--- src/rtl/shc_pkg.sv ---
package shc_pkg;

   localparam int N_ADC  = 3;
   localparam int N_MUX  = 4;
   localparam int N_CH   = N_ADC * N_MUX;
   localparam int CH_W   = $clog2(N_CH);
   localparam int MUX_W  = $clog2(N_MUX);
   localparam int N_FIG  = 4;

   // channel number = adc * N_MUX + mux
   localparam int CH_OUT_FWD = 0 * N_MUX + 2;
   localparam int CH_OUT_REV = 0 * N_MUX + 3;
   localparam int CH_DC_A    = 1 * N_MUX + 2;
   localparam int CH_DC_B    = 1 * N_MUX + 3;

   typedef enum logic [3:0] {
      S_IDLE,
      S_CAL_LD,
      S_CAL_SET,
      S_CAL_RD,
      S_CAL_SAV,
      S_LD,
      S_SET,
      S_RD,
      S_EVAL,
      S_UPD,
      S_FIN,
      S_DONE
   } heal_st_t;

   // evaluation step k -> channel whose corrected value lands in figure slot k
   function automatic logic [CH_W-1:0] fig_chan(input logic [1:0] k);
      case (k)
         2'd0:    fig_chan = CH_W'(CH_OUT_FWD);
         2'd1:    fig_chan = CH_W'(CH_OUT_REV);
         2'd2:    fig_chan = CH_W'(CH_DC_A);
         default: fig_chan = CH_W'(CH_DC_B);
      endcase
   endfunction

endpackage

--- src/rtl/shc_act_drive.sv ---
module shc_act_drive #(
   parameter int DAC_W   = 6,
   parameter int N_STUB  = 2,
   parameter int STUB_IW = 3,
   localparam int SW     = (1 << STUB_IW) - 1,
   localparam int ST_W   = 2 * DAC_W + N_STUB * STUB_IW
) (
   input  logic                   clk,
   input  logic                   rst_n,
   input  logic                   load,
   input  logic                   amp_off,
   input  logic [ST_W-1:0]        state,
   output logic [DAC_W:0]         cs_dac,
   output logic [DAC_W-1:0]       cg_dac,
   output logic [N_STUB*SW-1:0]   stub_sw
);

   function automatic logic [SW-1:0] therm(input logic [STUB_IW-1:0] idx);
      logic [SW-1:0] v;
      for (int j = 0; j < SW; j++) begin
         v[j] = (j < int'(idx));
      end
      return v;
   endfunction

   always_ff @(posedge clk or negedge rst_n) begin
      if (!rst_n) begin
         cs_dac <= {1'b1, {DAC_W{1'b0}}};
         cg_dac <= '0;
      end else if (load) begin
         cs_dac <= {amp_off, state[DAC_W-1:0]};
         cg_dac <= state[2*DAC_W-1:DAC_W];
      end
   end

   for (genvar k = 0; k < N_STUB; k++) begin : g_stub
      logic [SW-1:0] sw_q;
      always_ff @(posedge clk or negedge rst_n) begin
         if (!rst_n) begin
            sw_q <= '0;
         end else if (load) begin
            sw_q <= therm(state[2*DAC_W + k*STUB_IW +: STUB_IW]);
         end
      end
      assign stub_sw[k*SW +: SW] = sw_q;
   end

endmodule

--- src/rtl/shc_sense_read.sv ---
module shc_sense_read
   import shc_pkg::*;
#(
   parameter int ADC_W   = 8,
   localparam int N_SMP  = N_ADC * N_MUX,
   localparam int BIT_W  = $clog2(ADC_W)
) (
   input  logic                 clk,
   input  logic                 rst_n,
   input  logic                 go,
   input  logic [N_ADC-1:0]     adc_sdata,
   output logic [N_ADC-1:0]     adc_start,
   output logic [MUX_W-1:0]     adc_mux,
   output logic                 done,
   input  logic [CH_W-1:0]      rd_sel,
   output logic [ADC_W-1:0]     rd_data
);

   typedef enum logic [2:0] {R_IDLE, R_START, R_GAP, R_RECV, R_STORE} rd_ph_t;

   rd_ph_t                        ph;
   logic [MUX_W-1:0]              round_q;
   logic [BIT_W-1:0]              bit_q;
   logic                          start_q;
   logic                          done_q;
   logic [N_ADC-1:0][ADC_W-1:0]   sh;
   logic [ADC_W-1:0]              smp [N_SMP];

   always_ff @(posedge clk or negedge rst_n) begin
      if (!rst_n) begin
         ph      <= R_IDLE;
         round_q <= '0;
         bit_q   <= '0;
         start_q <= 1'b0;
         done_q  <= 1'b0;
      end else begin
         done_q <= 1'b0;
         case (ph)
            R_IDLE: begin
               if (go) begin
                  round_q <= '0;
                  ph      <= R_START;
               end
            end
            R_START: begin
               start_q <= 1'b1;
               ph      <= R_GAP;
            end
            R_GAP: begin
               start_q <= 1'b0;
               bit_q   <= '0;
               ph      <= R_RECV;
            end
            R_RECV: begin
               bit_q <= bit_q + 1'b1;
               if (bit_q == BIT_W'(ADC_W - 1)) ph <= R_STORE;
            end
            default: begin
               if (round_q == MUX_W'(N_MUX - 1)) begin
                  done_q <= 1'b1;
                  ph     <= R_IDLE;
               end else begin
                  round_q <= round_q + 1'b1;
                  ph      <= R_START;
               end
            end
         endcase
      end
   end

   // one serial receiver per converter
   for (genvar a = 0; a < N_ADC; a++) begin : g_adc
      always_ff @(posedge clk or negedge rst_n) begin
         if (!rst_n) begin
            sh[a] <= '0;
         end else if (ph == R_RECV) begin
            sh[a] <= {sh[a][ADC_W-2:0], adc_sdata[a]};
         end
      end
      assign adc_start[a] = start_q;
   end

   always_ff @(posedge clk or negedge rst_n) begin
      if (!rst_n) begin
         for (int i = 0; i < N_SMP; i++) smp[i] <= '0;
      end else if (ph == R_STORE) begin
         for (int a = 0; a < N_ADC; a++) begin
            smp[a*N_MUX + int'(round_q)] <= sh[a];
         end
      end
   end

   assign adc_mux = round_q;
   assign done    = done_q;
   assign rd_data = (int'(rd_sel) < N_SMP) ? smp[rd_sel] : '0;

endmodule

--- src/rtl/shc_best_track.sv ---
module shc_best_track #(
   parameter int ST_W = 18,
   parameter int PW   = 8,
   localparam int DW  = PW + 1
) (
   input  logic              clk,
   input  logic              rst_n,
   input  logic              clr,
   input  logic              upd,
   input  logic [ST_W-1:0]   state,
   input  logic [PW-1:0]     pout,
   input  logic [DW-1:0]     pdc,
   input  logic [PW-1:0]     target,
   output logic [ST_W-1:0]   max_state,
   output logic [ST_W-1:0]   min_state,
   output logic              min_found
);

   logic          have_max;
   logic [PW-1:0] max_p;
   logic [DW-1:0] min_d;

   always_ff @(posedge clk or negedge rst_n) begin
      if (!rst_n) begin
         have_max  <= 1'b0;
         max_p     <= '0;
         max_state <= '0;
         min_found <= 1'b0;
         min_d     <= '0;
         min_state <= '0;
      end else if (clr) begin
         have_max  <= 1'b0;
         min_found <= 1'b0;
      end else if (upd) begin
         // strict compares keep the earliest state on a tie
         if (!have_max || (pout > max_p)) begin
            have_max  <= 1'b1;
            max_p     <= pout;
            max_state <= state;
         end
         if ((pout >= target) && (!min_found || (pdc < min_d))) begin
            min_found <= 1'b1;
            min_d     <= pdc;
            min_state <= state;
         end
      end
   end

endmodule

--- src/rtl/shc_top.sv ---
module shc_top
   import shc_pkg::*;
#(
   parameter int DAC_W   = 6,
   parameter int N_STUB  = 2,
   parameter int STUB_IW = 3,
   parameter int ADC_W   = 8,
   parameter int SETTLE  = 4,
   localparam int SW     = (1 << STUB_IW) - 1,
   localparam int ST_W   = 2 * DAC_W + N_STUB * STUB_IW
) (
   input  logic                   clk,
   input  logic                   rst_n,
   input  logic                   run,
   input  logic                   mode,
   input  logic [ADC_W-1:0]       target,
   output logic [DAC_W:0]         cs_dac,
   output logic [DAC_W-1:0]       cg_dac,
   output logic [N_STUB*SW-1:0]   stub_sw,
   output logic [N_ADC-1:0]       adc_start,
   output logic [MUX_W-1:0]       adc_mux,
   input  logic [N_ADC-1:0]       adc_sdata,
   output logic                   done,
   output logic                   fail
);

   localparam int CNT_MAX = (SETTLE > N_CH) ? SETTLE : N_CH;
   localparam int CNT_W   = $clog2(CNT_MAX + 1);

   if (DAC_W < 1) begin : g_bad_dac
      $error("shc_top: DAC_W must be at least 1");
   end
   if (N_STUB < 1) begin : g_bad_stub
      $error("shc_top: N_STUB must be at least 1");
   end
   if (STUB_IW < 1) begin : g_bad_iw
      $error("shc_top: STUB_IW must be at least 1");
   end
   if (ADC_W < 2) begin : g_bad_adc
      $error("shc_top: ADC_W must be at least 2");
   end
   if (SETTLE < 1) begin : g_bad_settle
      $error("shc_top: SETTLE must be at least 1");
   end

   heal_st_t          st;
   logic [ST_W-1:0]   idx;
   logic              mode_q;
   logic [ADC_W-1:0]  tgt_q;
   logic              fail_q;
   logic [CNT_W-1:0]  cnt;
   logic [ADC_W-1:0]  off_q [N_CH];
   logic [ADC_W-1:0]  fig_q [N_FIG];

   logic              act_ld;
   logic              act_off;
   logic [ST_W-1:0]   act_state;
   logic [ST_W-1:0]   fin_state;
   logic              rd_go;
   logic              rd_done;
   logic [CH_W-1:0]   rd_sel;
   logic [ADC_W-1:0]  rd_data;
   logic [ADC_W-1:0]  corr;
   logic [ADC_W-1:0]  pout;
   logic [ADC_W:0]    pdc;
   logic [ST_W-1:0]   max_s;
   logic [ST_W-1:0]   min_s;
   logic              found;
   logic              settled;

   // ---------------- sequencing ----------------
   assign settled = (cnt == CNT_W'(SETTLE - 1));
   assign rd_go   = ((st == S_CAL_SET) || (st == S_SET)) && settled;
   assign act_ld  = (st == S_CAL_LD) || (st == S_LD) || (st == S_FIN);
   assign act_off = (st == S_CAL_LD);
   assign fin_state = (mode_q && found) ? min_s : max_s;

   always_comb begin
      case (st)
         S_CAL_LD: act_state = '0;
         S_FIN:    act_state = fin_state;
         default:  act_state = idx;
      endcase
   end

   assign rd_sel = (st == S_CAL_SAV) ? cnt[CH_W-1:0] : fig_chan(cnt[1:0]);
   assign corr   = (rd_data > off_q[rd_sel]) ? (rd_data - off_q[rd_sel]) : '0;
   assign pout   = (fig_q[0] > fig_q[1]) ? (fig_q[0] - fig_q[1]) : '0;
   assign pdc    = {1'b0, fig_q[2]} + {1'b0, fig_q[3]};

   always_ff @(posedge clk or negedge rst_n) begin
      if (!rst_n) begin
         st     <= S_IDLE;
         idx    <= '0;
         mode_q <= 1'b0;
         tgt_q  <= '0;
         fail_q <= 1'b0;
         cnt    <= '0;
         for (int i = 0; i < N_CH; i++)  off_q[i] <= '0;
         for (int i = 0; i < N_FIG; i++) fig_q[i] <= '0;
      end else begin
         case (st)
            S_IDLE: begin
               if (run) begin
                  mode_q <= mode;
                  tgt_q  <= target;
                  idx    <= '0;
                  fail_q <= 1'b0;
                  st     <= S_CAL_LD;
               end
            end
            S_CAL_LD, S_LD: begin
               cnt <= '0;
               st  <= (st == S_CAL_LD) ? S_CAL_SET : S_SET;
            end
            S_CAL_SET, S_SET: begin
               if (settled) st <= (st == S_CAL_SET) ? S_CAL_RD : S_RD;
               else         cnt <= cnt + 1'b1;
            end
            S_CAL_RD, S_RD: begin
               if (rd_done) begin
                  cnt <= '0;
                  st  <= (st == S_CAL_RD) ? S_CAL_SAV : S_EVAL;
               end
            end
            S_CAL_SAV: begin
               off_q[cnt[CH_W-1:0]] <= rd_data;
               if (cnt == CNT_W'(N_CH - 1)) st  <= S_LD;
               else                         cnt <= cnt + 1'b1;
            end
            S_EVAL: begin
               fig_q[cnt[1:0]] <= corr;
               if (cnt == CNT_W'(N_FIG - 1)) st  <= S_UPD;
               else                          cnt <= cnt + 1'b1;
            end
            S_UPD: begin
               if (&idx) begin
                  st <= S_FIN;
               end else begin
                  idx <= idx + 1'b1;
                  st  <= S_LD;
               end
            end
            S_FIN: begin
               fail_q <= mode_q && !found;
               st     <= S_DONE;
            end
            default: begin
               if (!run) st <= S_IDLE;
            end
         endcase
      end
   end

   assign done = (st == S_DONE);
   assign fail = fail_q;

   // ---------------- sub-units ----------------
   shc_act_drive #(
      .DAC_W   (DAC_W),
      .N_STUB  (N_STUB),
      .STUB_IW (STUB_IW)
   ) u_act (
      .clk     (clk),
      .rst_n   (rst_n),
      .load    (act_ld),
      .amp_off (act_off),
      .state   (act_state),
      .cs_dac  (cs_dac),
      .cg_dac  (cg_dac),
      .stub_sw (stub_sw)
   );

   shc_sense_read #(
      .ADC_W (ADC_W)
   ) u_read (
      .clk       (clk),
      .rst_n     (rst_n),
      .go        (rd_go),
      .adc_sdata (adc_sdata),
      .adc_start (adc_start),
      .adc_mux   (adc_mux),
      .done      (rd_done),
      .rd_sel    (rd_sel),
      .rd_data   (rd_data)
   );

   shc_best_track #(
      .ST_W (ST_W),
      .PW   (ADC_W)
   ) u_best (
      .clk       (clk),
      .rst_n     (rst_n),
      .clr       ((st == S_IDLE) && run),
      .upd       (st == S_UPD),
      .state     (idx),
      .pout      (pout),
      .pdc       (pdc),
      .target    (tgt_q),
      .max_state (max_s),
      .min_state (min_s),
      .min_found (found)
   );

endmodule

--- config.mk ---
export PLATFORM = sky130hd
export DESIGN_NAME = shc_top
export DESIGN_NICKNAME = d
export VERILOG_FILES = /design/src/rtl/shc_pkg.sv /design/src/rtl/shc_act_drive.sv /design/src/rtl/shc_sense_read.sv /design/src/rtl/shc_best_track.sv /design/src/rtl/shc_top.sv
export SDC_FILE = /design/constraint.sdc
export NUM_CORES = 1
export LEC_CHECK = 0
export ABC_AREA = 1
export ABC_CLOCK_PERIOD_IN_PS = 4400
export BUFFER_PORTS_ARGS = -buffer_cell sky130_fd_sc_hd__buf_2
export CAP_MARGIN = 20
export CELL_PAD_IN_SITES_DETAIL_PLACEMENT = 2
export CELL_PAD_IN_SITES_GLOBAL_PLACEMENT = 2
export CORE_UTILIZATION = 38
export DETAILED_ROUTE_END_ITERATION = 8
export HOLD_SLACK_MARGIN = 0.06
export PLACE_DENSITY = 0.82
export SYNTH_ARGS = -nofsm -noshare
export SYNTH_HDL_FRONTEND = slang
export SYNTH_SLANG_ARGS = --single-unit
--- constraint.sdc ---
create_clock -name clk -period 4.4 [get_ports clk]
set_input_delay 0.22 -clock clk [delete_from_list [all_inputs] [get_ports clk]]
set_output_delay 0.22 -clock clk [all_outputs]
set_load 0.05 [all_outputs]
==> results.ini <==
[run_status]
status = finished, final reports clean

[sta]
post-route-min-period_ns = 4.090
totalNegativeSetupSlack_ns = 0
finalSetupViolCount = 0
fin_worst_skew_ns = 0.02407
timing.final.max_slew_violations = 0
final_min_period_over_clock_period_pct = 92.95
rsz0062_at_grt = false
max_freq_ghz = 0.2445
endpoints_failing_hold = 0
worst_slew_margin_rel_pct = 31.10
worstMarginPinSlew_ns = 1.034

[worst_setup_path]
worstSetupStartpoint = st[3]
critPathMaxStageDelay_ns = 0.51
data_arrival_time_at_the_worst_slack_endpoint_ns = 4.56
r2r_slack_ns = 0.31
maximum_fanout_encountered_on_the_critical_timing_path = 32
setup.worst_path.class = reg2reg
startpoint_of_the_most_critical_register_to_register_path = st[3]
ff2ff_path_depth = 20
cp_cell_sequence = clkinv_2 > nand2_1 > nor2_4 > nand2_4 > buf_4 > nand3_1 > nand3_1 > nand2_1 > nand2_1 > nand2_1 > ha_1 > fa_1 > o21ai_0 > buf_4 > nand2_1 > nand2_1 > nand2_1 > clkinvlp_4 > nand3_1 > o21ai_0
slowest_stage = dfrtp_2
worstSetupStartpointType = register
worst_ep_required_time_ns = 4.87
crit_path_frequent_cell = nand2_1
critical_path.endpoint_type = register
timing.rr.end = fig_q[7]

[global_routing]
globalRoute.totalOverflow = 0
largest_net_degree_at_the_start_of_global_routing = 118
number_of_global_route_vias_before_repair = 20284
antenna_violations_before_repair = 1
grt.total_usage_pct = 27.10
grt_first_pass_wirelength_um = 113700

[floorplanning]
placeableCoreArea_mm2 = 0.05130
floorplan.die_area_mm2 = 0.05279
die_width_um = 229.8
initial_utilization_pct = 38.43
die_height_um = 229.8
placementRows = 83
io_pins = 49

[synth]
postSynthCellCount = 2546
synth-warning-count = 0
syn-num-nets = 2623
synthesis.area_mm2 = 0.01971
yosys.cell_types.count = 50
synth_sequential_area_ratio_pct = 47.73
avgSynthCellArea_um2 = 7.743
synth-seq-cells = 376

[placement]
post_dp_cell_area_mm2 = 0.02054
dpl.hpwl_um = 47400
io_buffer_count = 48
place_congestion = 0.9010

[clocking]
worst_setup_hold_path_clk_slew_ns = 0.06
insertion_delay_ns = 0.60
cts.repair_timing.setup_buffer_count = 0
cts-buffers-inserted = 45
cts_root_buf = clkbuf_16
cts_tree = built
cts.path.max_buffers = 3
cts_htree_levels = 2
clock_sink_count = 376

[cells_and_area]
final_nets = 2649
drive_above_1_share_pct = 9.049
diodes_inserted = 0
stdcell_area_mm2 = 0.02227
area_growth_pct = 12.95

[min_path]
hp-class = in2async

[power_and_ir_drop]
power.static_leakage_nw = 11.40
vdd.ir_drop.worst_uv = 267.1
power_per_cell_area_mw_per_mm2 = 345.0

[route]
viasPerCell = 5.522
drt-initial-drc-count = 1090
wl_um = 72500
drt_pre_antenna_iters = 5
drc = 0
route.antenna.remaining_nets = 0
num_vias = 18155
avgRoutedWirePerCell_um = 22.05

[run]
max_cap_violation_count = 0

## what timing repair did
item,in CTS,in global routing
endpoints found under the setup margin,0,16
hold buffers,13,0
gates resized for setup,0,5
endpoints found under the hold margin,126,0
## worst max-delay path, delay by kind of cell, from the launching register on
family,cells,cell delay (ns)
and+or+nand+nor,12,1.40
buffers and inverters,4,0.91
AOI/OAI and AO/OA,2,0.49
adders and majority gates,2,0.63
DFF,1,0.51
## per-stage QoR
step / power (mW) / util (%) / std cells / setup slack, ns / hold WS [ns]
after floorplan: 3.717 / - / 2546 / 0.6679 / -0.07559
after global placement: 3.855 / 40.04 / 3188 / 0.4381 / 0.3970
after detailed placement: 3.877 / 40.04 / 3188 / 0.2159 / 0.4048
after CTS: 7.749 / 43.24 / 3284 / 0.1634 / 0.2773
after global routing: 7.923 / 43.40 / 3288 / 0.05669 / 0.3574
final: 7.683 / 43.40 / 3288 / 0.3100 / 0.3118
## worst max path at each step
stage / end / slack, ns / cells past startpoint
5_1_grt: fig_q[7] / 0.06 / 20
4_1_cts: fig_q[23] / 0.16 / 20
6_report: fig_q[7] / 0.31 / 20
3_5_place_dp: fig_q[23] / 0.22 / 18
3_3_place_gp: fig_q[15] / 0.44 / 20
2_1_floorplan: fig_q[11] / 0.67 / 23
## power breakdown
part / internal, mW / switching (mW)
sequential: 3.51 / 0.0344
combinational: 0.0730 / 0.206
clock: 2.26 / 1.59
## cell usage in the layout (no fill, tap or decap), types with 6 or more instances in the layout
| cell | instances |
|---|---|
| xnor2_1 | 6 |
| or2_2 | 16 |
| xor2_1 | 15 |
| o21ai_1 | 25 |
| nand2_2 | 8 |
| a21oi_1 | 29 |
| buf_12 | 7 |
| clkinv_2 | 6 |
| clkbuf_8 | 16 |
| dfrtp_1 | 373 |
| buf_2 | 47 |
| nor3_2 | 9 |
| nand3_2 | 15 |
| inv_1 | 209 |
| nor2_1 | 136 |
| o21ai_0 | 228 |
| nand3_1 | 250 |
| buf_4 | 34 |
| a31oi_1 | 12 |
| nand2_1 | 898 |
| clkbuf_16 | 46 |
| clkbuf_1 | 13 |
| o211ai_1 | 23 |
| nand4_1 | 42 |
| dlygate4sd3_1 | 13 |
| ha_1 | 59 |
## layout make-up
cell class,count,area (µm²)
multi-input combinational,1827,8882
timing repair buffer,102,775.7
inverter,220,833.3
tap,680,850.8
clock buffer,75,1420
clock inverter,8,91.34
fill,5824,29040
sequential,376,9413
## synthesized netlist by cell type, drive strengths merged
cell type | count | share of area (%)
clkbuf | 55 | 1.1
or3 | 1 | 0.032
or2 | 16 | 0.51
nor2 | 144 | 3.0
a21o | 2 | 0.076
nand3b | 3 | 0.11
o22ai | 4 | 0.13
and2 | 4 | 0.13
o31ai | 2 | 0.076
a21oi | 29 | 0.74
ha | 59 | 3.7
dfstp | 1 | 0.13
dfrtp | 375 | 48
nand3 | 265 | 7.0
o21ai | 256 | 6.6
o211ai | 23 | 0.88
xor2 | 15 | 0.67
buf | 69 | 2.1
nand2 | 910 | 18
nand4 | 42 | 1.3
a31o | 1 | 0.044
fa | 3 | 0.30
a22o | 2 | 0.089
nor3 | 15 | 0.67
inv | 216 | 4.1
a21boi | 5 | 0.19
xnor2 | 6 | 0.27
o21a | 4 | 0.15
o21bai | 3 | 0.11
a31oi | 12 | 0.38
clkinv | 4 | 0.082
## layer usage
layer	GRT usage, %	wire [µm]
met1	34.30	31270
met3	3.175	2342
met2	48.06	36930
met4	8.547	1948
met5	0	9
## state kept, by name, indices dropped and copies added (netlist names), 2 cells and up
register           count
cnt                    4
fig_q                 32
idx                   18
off_q                 96
st                     4
tgt_q                  8
u_act.cg_dac           6
u_act.cs_dac           7
u_act.g_stub.sw_q     14
u_best.max_p           8
u_best.max_state      18
u_best.min_d           9
u_best.min_state      18
u_read.adc_mux         2
u_read.bit_q           3
u_read.ph              3
u_read.sh             24
u_read.smp            96
## kinds of logic (layout without fill, tap and decap cells)
family | Yosys count | after routing | share of synthesized area, %
and+or+nand+nor | 1400 | 1400 | 30.42
AOI/OAI and AO/OA | 343 | 344 | 9.457
DFF | 376 | 376 | 47.73
buffers and inverters | 344 | 405 | 7.407
xor gates and xnor gates | 21 | 21 | 0.9330
adders and majority gates | 62 | 62 | 4.049
No activity file was read; power rests on OpenSTA's default activity.
